**src/rtl/dacfe_pkg.sv**
```systemverilog
package dacfe_pkg;
    localparam int CODE_W  = 12;
    localparam int NUM_CH  = 2;
    localparam int CHAIN_W = CODE_W * NUM_CH;

    typedef enum logic [1:0] {
        ST_IDLE   = 2'd0,
        ST_SELECT = 2'd1,
        ST_LOAD   = 2'd2
    } fe_state_t;
endpackage

```
**src/rtl/dacfe_sync.sv**
```systemverilog
module dacfe_sync #(
    parameter int               WIDTH   = 1,
    parameter logic [WIDTH-1:0] RST_VAL = '0
) (
    input  logic             clk,
    input  logic             rst_n,
    input  logic [WIDTH-1:0] d,
    output logic [WIDTH-1:0] q
);
    logic [WIDTH-1:0] meta_q;

    always_ff @(posedge clk or negedge rst_n) begin
        if (!rst_n) begin
            meta_q <= RST_VAL;
            q      <= RST_VAL;
        end else begin
            meta_q <= d;
            q      <= meta_q;
        end
    end
endmodule

```
**src/rtl/dacfe_edge.sv**
```systemverilog
module dacfe_edge #(
    parameter logic RST_VAL = 1'b0
) (
    input  logic clk,
    input  logic rst_n,
    input  logic level,
    output logic rise,
    output logic fall
);
    logic prev_q;

    always_ff @(posedge clk or negedge rst_n) begin
        if (!rst_n) prev_q <= RST_VAL;
        else        prev_q <= level;
    end

    assign rise = level & ~prev_q;
    assign fall = ~level & prev_q;
endmodule

```
**src/rtl/dacfe_chain.sv**
```systemverilog
module dacfe_chain #(
    parameter int WIDTH = 24
) (
    input  logic             clk,
    input  logic             rst_n,
    input  logic             shift_en,
    input  logic             bit_in,
    input  logic             launch,
    output logic [WIDTH-1:0] word,
    output logic             out_bit
);
    always_ff @(posedge clk or negedge rst_n) begin
        if (!rst_n) begin
            word <= '0;
        end else if (shift_en) begin
            word <= {word[WIDTH-2:0], bit_in};
        end
    end

    always_ff @(posedge clk or negedge rst_n) begin
        if (!rst_n) begin
            out_bit <= 1'b1;
        end else if (launch) begin
            out_bit <= word[WIDTH-1];
        end
    end
endmodule

```
**src/rtl/dacfe_latch.sv**
```systemverilog
module dacfe_latch #(
    parameter int CODE_W = 12,
    parameter int NUM_CH = 2,
    localparam int CHAIN_W = CODE_W * NUM_CH
) (
    input  logic               clk,
    input  logic               rst_n,
    input  logic               load,
    input  logic [CHAIN_W-1:0] word,
    output logic [CODE_W-1:0]  codes [NUM_CH]
);
    for (genvar g = 0; g < NUM_CH; g++) begin : g_ch
        always_ff @(posedge clk or negedge rst_n) begin
            if (!rst_n)    codes[g] <= '0;
            else if (load) codes[g] <= word[(NUM_CH-1-g)*CODE_W +: CODE_W];
        end
    end
endmodule

```
**src/rtl/dual_dac_front.sv**
```systemverilog
module dual_dac_front
    import dacfe_pkg::*;
(
    input  logic              clk,
    input  logic              rst_n,
    input  logic              ser_clk,
    input  logic              ser_data,
    input  logic              sel_n,
    input  logic              upd_n,
    output logic              so_pull_low,
    output logic [CODE_W-1:0] code_a,
    output logic [CODE_W-1:0] code_b
);
    // synced order: {ser_clk, ser_data, sel_n, upd_n}
    localparam logic [3:0] SYNC_RST = 4'b0011;

    logic [3:0] sync_q;
    logic       clk_s, data_s, sel_s, upd_s;
    logic       clk_rise, clk_fall, upd_rise_unused, upd_fall;
    fe_state_t  state_q, state_d;
    logic       shift_en, launch, load_en, drive_en;
    logic [CHAIN_W-1:0] word;
    logic       out_bit;
    logic [CODE_W-1:0]  codes [NUM_CH];

    dacfe_sync #(.WIDTH(4), .RST_VAL(SYNC_RST)) u_sync (
        .clk   (clk),
        .rst_n (rst_n),
        .d     ({ser_clk, ser_data, sel_n, upd_n}),
        .q     (sync_q)
    );
    assign {clk_s, data_s, sel_s, upd_s} = sync_q;

    dacfe_edge #(.RST_VAL(1'b0)) u_clk_edge (
        .clk   (clk),
        .rst_n (rst_n),
        .level (clk_s),
        .rise  (clk_rise),
        .fall  (clk_fall)
    );

    dacfe_edge #(.RST_VAL(1'b1)) u_upd_edge (
        .clk   (clk),
        .rst_n (rst_n),
        .level (upd_s),
        .rise  (upd_rise_unused),
        .fall  (upd_fall)
    );

    // state register
    always_ff @(posedge clk or negedge rst_n) begin
        if (!rst_n) state_q <= ST_IDLE;
        else        state_q <= state_d;
    end

    // next state
    always_comb begin
        state_d = state_q;
        unique case (state_q)
            ST_IDLE: begin
                if (!sel_s)        state_d = ST_SELECT;   // T_SEL
                else if (upd_fall) state_d = ST_LOAD;     // T_UPD
            end
            ST_SELECT: begin
                if (sel_s)         state_d = ST_IDLE;     // T_DESEL
            end
            ST_LOAD: begin
                state_d = sel_s ? ST_IDLE : ST_SELECT;    // T_DONE / T_DONE_SEL
            end
            default: state_d = ST_IDLE;
        endcase
    end

    // outputs of the controller
    always_comb begin
        shift_en = 1'b0;
        launch   = 1'b0;
        load_en  = 1'b0;
        drive_en = 1'b0;
        unique case (state_q)
            ST_IDLE: begin
                launch = !sel_s;
            end
            ST_SELECT: begin
                drive_en = 1'b1;
                shift_en = !sel_s && clk_rise;
                launch   = !sel_s && clk_fall;
            end
            ST_LOAD: begin
                load_en = 1'b1;
                launch  = !sel_s;
            end
            default: ;
        endcase
    end

    dacfe_chain #(.WIDTH(CHAIN_W)) u_chain (
        .clk      (clk),
        .rst_n    (rst_n),
        .shift_en (shift_en),
        .bit_in   (data_s),
        .launch   (launch),
        .word     (word),
        .out_bit  (out_bit)
    );

    dacfe_latch #(.CODE_W(CODE_W), .NUM_CH(NUM_CH)) u_latch (
        .clk   (clk),
        .rst_n (rst_n),
        .load  (load_en),
        .word  (word),
        .codes (codes)
    );

    assign so_pull_low = drive_en && !out_bit;
    assign code_a      = codes[0];
    assign code_b      = codes[1];
endmodule

```
**config.mk**
```make
export PLATFORM = sky130hd
export DESIGN_NAME = dual_dac_front
export DESIGN_NICKNAME = d
export VERILOG_FILES = /design/src/rtl/dacfe_pkg.sv /design/src/rtl/dacfe_sync.sv /design/src/rtl/dacfe_edge.sv /design/src/rtl/dacfe_chain.sv /design/src/rtl/dacfe_latch.sv /design/src/rtl/dual_dac_front.sv
export SDC_FILE = /design/constraint.sdc
export NUM_CORES = 1
export LEC_CHECK = 0
export CAP_MARGIN = 10
export CELL_PAD_IN_SITES_DETAIL_PLACEMENT = 0
export CELL_PAD_IN_SITES_GLOBAL_PLACEMENT = 1
export CORE_ASPECT_RATIO = 0.9
export CORE_UTILIZATION = 40
export DETAILED_ROUTE_END_ITERATION = 10
export GPL_TIMING_DRIVEN = 0
export PLACE_DENSITY_LB_ADDON = 0.1
export SYNTH_ARGS = -nofsm -noshare
export SYNTH_HDL_FRONTEND = slang
export SYNTH_SLANG_ARGS = --single-unit
```
**constraint.sdc**
```tcl
create_clock -name clk -period 1.6 [get_ports clk]
set_input_delay 0.32 -clock clk [delete_from_list [all_inputs] [get_ports clk]]
set_output_delay 0.32 -clock clk [all_outputs]
set_load 0.02 [all_outputs]
```
==> impl_metrics.env <==
export IMPL_routabilityCongestion=0.6399
export IMPL_hp_class="input port to async pin"
export IMPL_yosysSeqAreaShare_pct=69.94
export IMPL_clock_skew_final_ns=0.004510
export IMPL_grt_pass1_wl_um=5720
export IMPL_global_route_usage_total_pct=14.16
export IMPL_largest_net_degree_at_the_start_of_global_routing=34
export IMPL_placed_cell_area_mm2=0.002592
export IMPL_cts_root_buf="clkbuf_8"
export IMPL_ios=31
export IMPL_synthToLayoutAreaGrowth_pct=31.77
export IMPL_dp_cells=222
export IMPL_final_min_period_over_clock_period_pct=96.15
export IMPL_synthesis_area_per_instance_um2=17.69
export IMPL_yosysUniqueCellTypes=14
export IMPL_initial_core_util_pct=41.74
export IMPL_synth_largest_area_cell="dfrtp_1"
export IMPL_num_nets_final=176
export IMPL_arrival_ns=1.75
export IMPL_largest_fanout_on_the_critical_path=5
export IMPL_avgViaCountPerCell=4.723
export IMPL_antenna_cells=0
export IMPL_dieWidth_um=80.06
export IMPL_global_route_overflow_total=0
export IMPL_cp_end_kind="flop"
export IMPL_period_needed_ns=1.538
export IMPL_final_instance_count_excl_fill=242
export IMPL_route_vias_total=1143
export IMPL_max_cap_violations=0
export IMPL_post_synthesis_cells=124
export IMPL_start_kind="flop"
export IMPL_cts_reportedPaths_clkPinSlew_ns=0.06
export IMPL_timing_final_hold_violations=0
export IMPL_ys_top_cells_by_area="dfrtp_1, mux2_2, dfstp_2"
export IMPL_run_status="completed"
export IMPL_ys_ff_latch=61
export IMPL_fp_dieArea_mm2=0.005784
export IMPL_slew_violations=0
export IMPL_critical_path_reg2reg_startpoint="state_q[1]"
export IMPL_core_area_mm2=0.005255
export IMPL_fin_area_mm2=0.002890
export IMPL_ctsHoldBuffers=0
export IMPL_std_cell_rows=25
export IMPL_die_h_um=72.25
export IMPL_timing_fmax_mhz=650.0
export IMPL_power_mw=3.358
export IMPL_initial_antenna_violation_count=0
export IMPL_setup_viol=0
export IMPL_syn_cell_area_mm2=0.002193
export IMPL_cts_tree="done"
export IMPL_routed_wire_length_per_instance_um=14.27
export IMPL_share_of_layout_cells_above_drive_strength_1_pct=48.00
export IMPL_required_ns=1.81
export IMPL_clock_sinks=61
export IMPL_first_global_vias=1155
export IMPL_cts_htree_levels=3
export IMPL_place_detailed_hpwl_um=2157
export IMPL_drtIter0Drc=53
export IMPL_clock_path_buffers=2
export IMPL_syn_num_nets=130
export IMPL_timing_worst_slew_pin_value_ns=0.6396
export IMPL_pwr_density_cell_mw_per_mm2=1162
export IMPL_drt_antenna_violating_nets=0
export IMPL_cts_inserted_buffers=9
export IMPL_yosys_area_top_type_share_pct=62.75
export IMPL_drcViolationCount=0
export IMPL_critical_path_launch_point="state_q[1]"
export IMPL_synth_warnings=0
export IMPL_routed_wl_um=3454
export IMPL_nFillCells=443
export IMPL_drt_pass1_iter_count=2
export IMPL_critPathKind="flop to flop"
export IMPL_clk_latency_ns=0.33
export IMPL_worst_ir_drop_vdd_uv=722.9
export IMPL_leak_pwr_nw=1.514
export IMPL_timing_slew_headroom_pct=57.36
export IMPL_port_buffers=30
==> state kept, by name, summed over array words and instances (netlist names) <==
register	cells
u_sync.meta_q	4
u_clk_edge.prev_q	1
u_chain.word	24
u_upd_edge.prev_q	1
u_chain.out_bit	1
state_q	2
u_sync.q	4
u_latch.codes	24
==> where the power goes <==
| part | total (mW) | switching [mW] | internal (mW) |
|---|---|---|---|
| clock network | 1.39 | 0.555 | 0.838 |
| logic | 0.267 | 0.122 | 0.144 |
| registers | 1.70 | 0.0572 | 1.64 |
==> cells by family after synthesis <==
kind of cell,synth area share [%]
flops,69.94
mux,25.16
simple gates,2.795
buf+inv,1.654
compound gates,0.4559
==> cell type report <==
| type | count | area [µm²] | share of cell area [%] |
|---|---|---|---|
| Clock buffer | 12 | 165.2 | 5.714 |
| Sequential cell | 61 | 1534 | 53.07 |
| Multi-Input combinational cell | 58 | 660.6 | 22.86 |
| Timing Repair Buffer | 35 | 352.8 | 12.21 |
| Buffer | 4 | 45.04 | 1.558 |
| Inverter | 1 | 3.754 | 0.1299 |
| Clock inverter | 4 | 45.04 | 1.558 |
| Tap cell | 67 | 83.83 | 2.900 |
==> cell usage in the layout (no fill, tap or decap), drive strengths merged <==
master,instances
dlygate4sd2,24
a21oi,1
bufinv,1
nor2b,1
o21ai,1
dfstp,6
nor4b,1
dfrtp,55
buf,7
mux2,49
nor4,1
clkdlybuf4s50,4
nor2,1
clkbuf,16
nand2,2
clkinv,3
nand2b,1
inv,1
==> cell usage after synthesis <==
| library cell | number |
|---|---|
| inv_1 | 1 |
| nor2b_1 | 1 |
| a21oi_1 | 1 |
| dfrtp_1 | 55 |
| dfstp_2 | 6 |
| o21ai_0 | 1 |
| nand2_1 | 2 |
| nor4_1 | 1 |
| nor4b_4 | 1 |
| nand2b_4 | 1 |
| buf_6 | 2 |
| buf_2 | 2 |
| mux2_2 | 49 |
| nor2_1 | 1 |
==> worst max-delay path, cell delays in order, from the launching register on <==
cell	delay, ns
dfrtp_1	0.41
nand2b_4	0.16
nor4b_4	0.22
buf_6	0.19
clkbuf_16	0.16
mux2_4	0.29
==> routing by layer <==
layer	global-route usage (%)	vias up	part of all wire, %
li1	-	527	-
met1	17.59	580	48
met2	20.04	28	44
met3	8.050	8	5.9
met4	6.548	0	1.7
met5	0	-	0
==> path summary, 6_finish.rpt <==
path	endpoint	depth (start not counted)	slack (ns)
max	u_chain.word[3]	5	0.06
min	u_latch.codes[1]	1	0.01
max reg2reg	u_chain.word[3]	5	0.06
min reg2reg	u_sync.q[2]	0	0.36
max in group asynchronous	u_latch.codes[22]	2	1.00
min in group clk	u_sync.q[2]	0	0.36
==> metrics by stage <==
step           setup WS [ns]  hold slack (ns)  utilization [%]   TNS [ns]
6_report             0.06156          0.01187            55.00          0
5_1_grt            -0.009714          0.04571            55.00  -0.009838
4_1_cts             0.001597          0.01423            53.10          0
3_5_place_dp         -0.1290           0.3451            49.33     -2.428
3_3_place_gp          -1.642           0.3411            49.05     -98.73
2_1_floorplan        0.05035          0.02441                -          0
==> repair_timing <==
action,CTS,global route
pin swaps,1,1
gates resized for setup,30,14
endpoints found under the setup margin,45,41
gates cloned,0,2
setup buffers,2,0
Note: power is estimated with default switching activity, not from simulation.
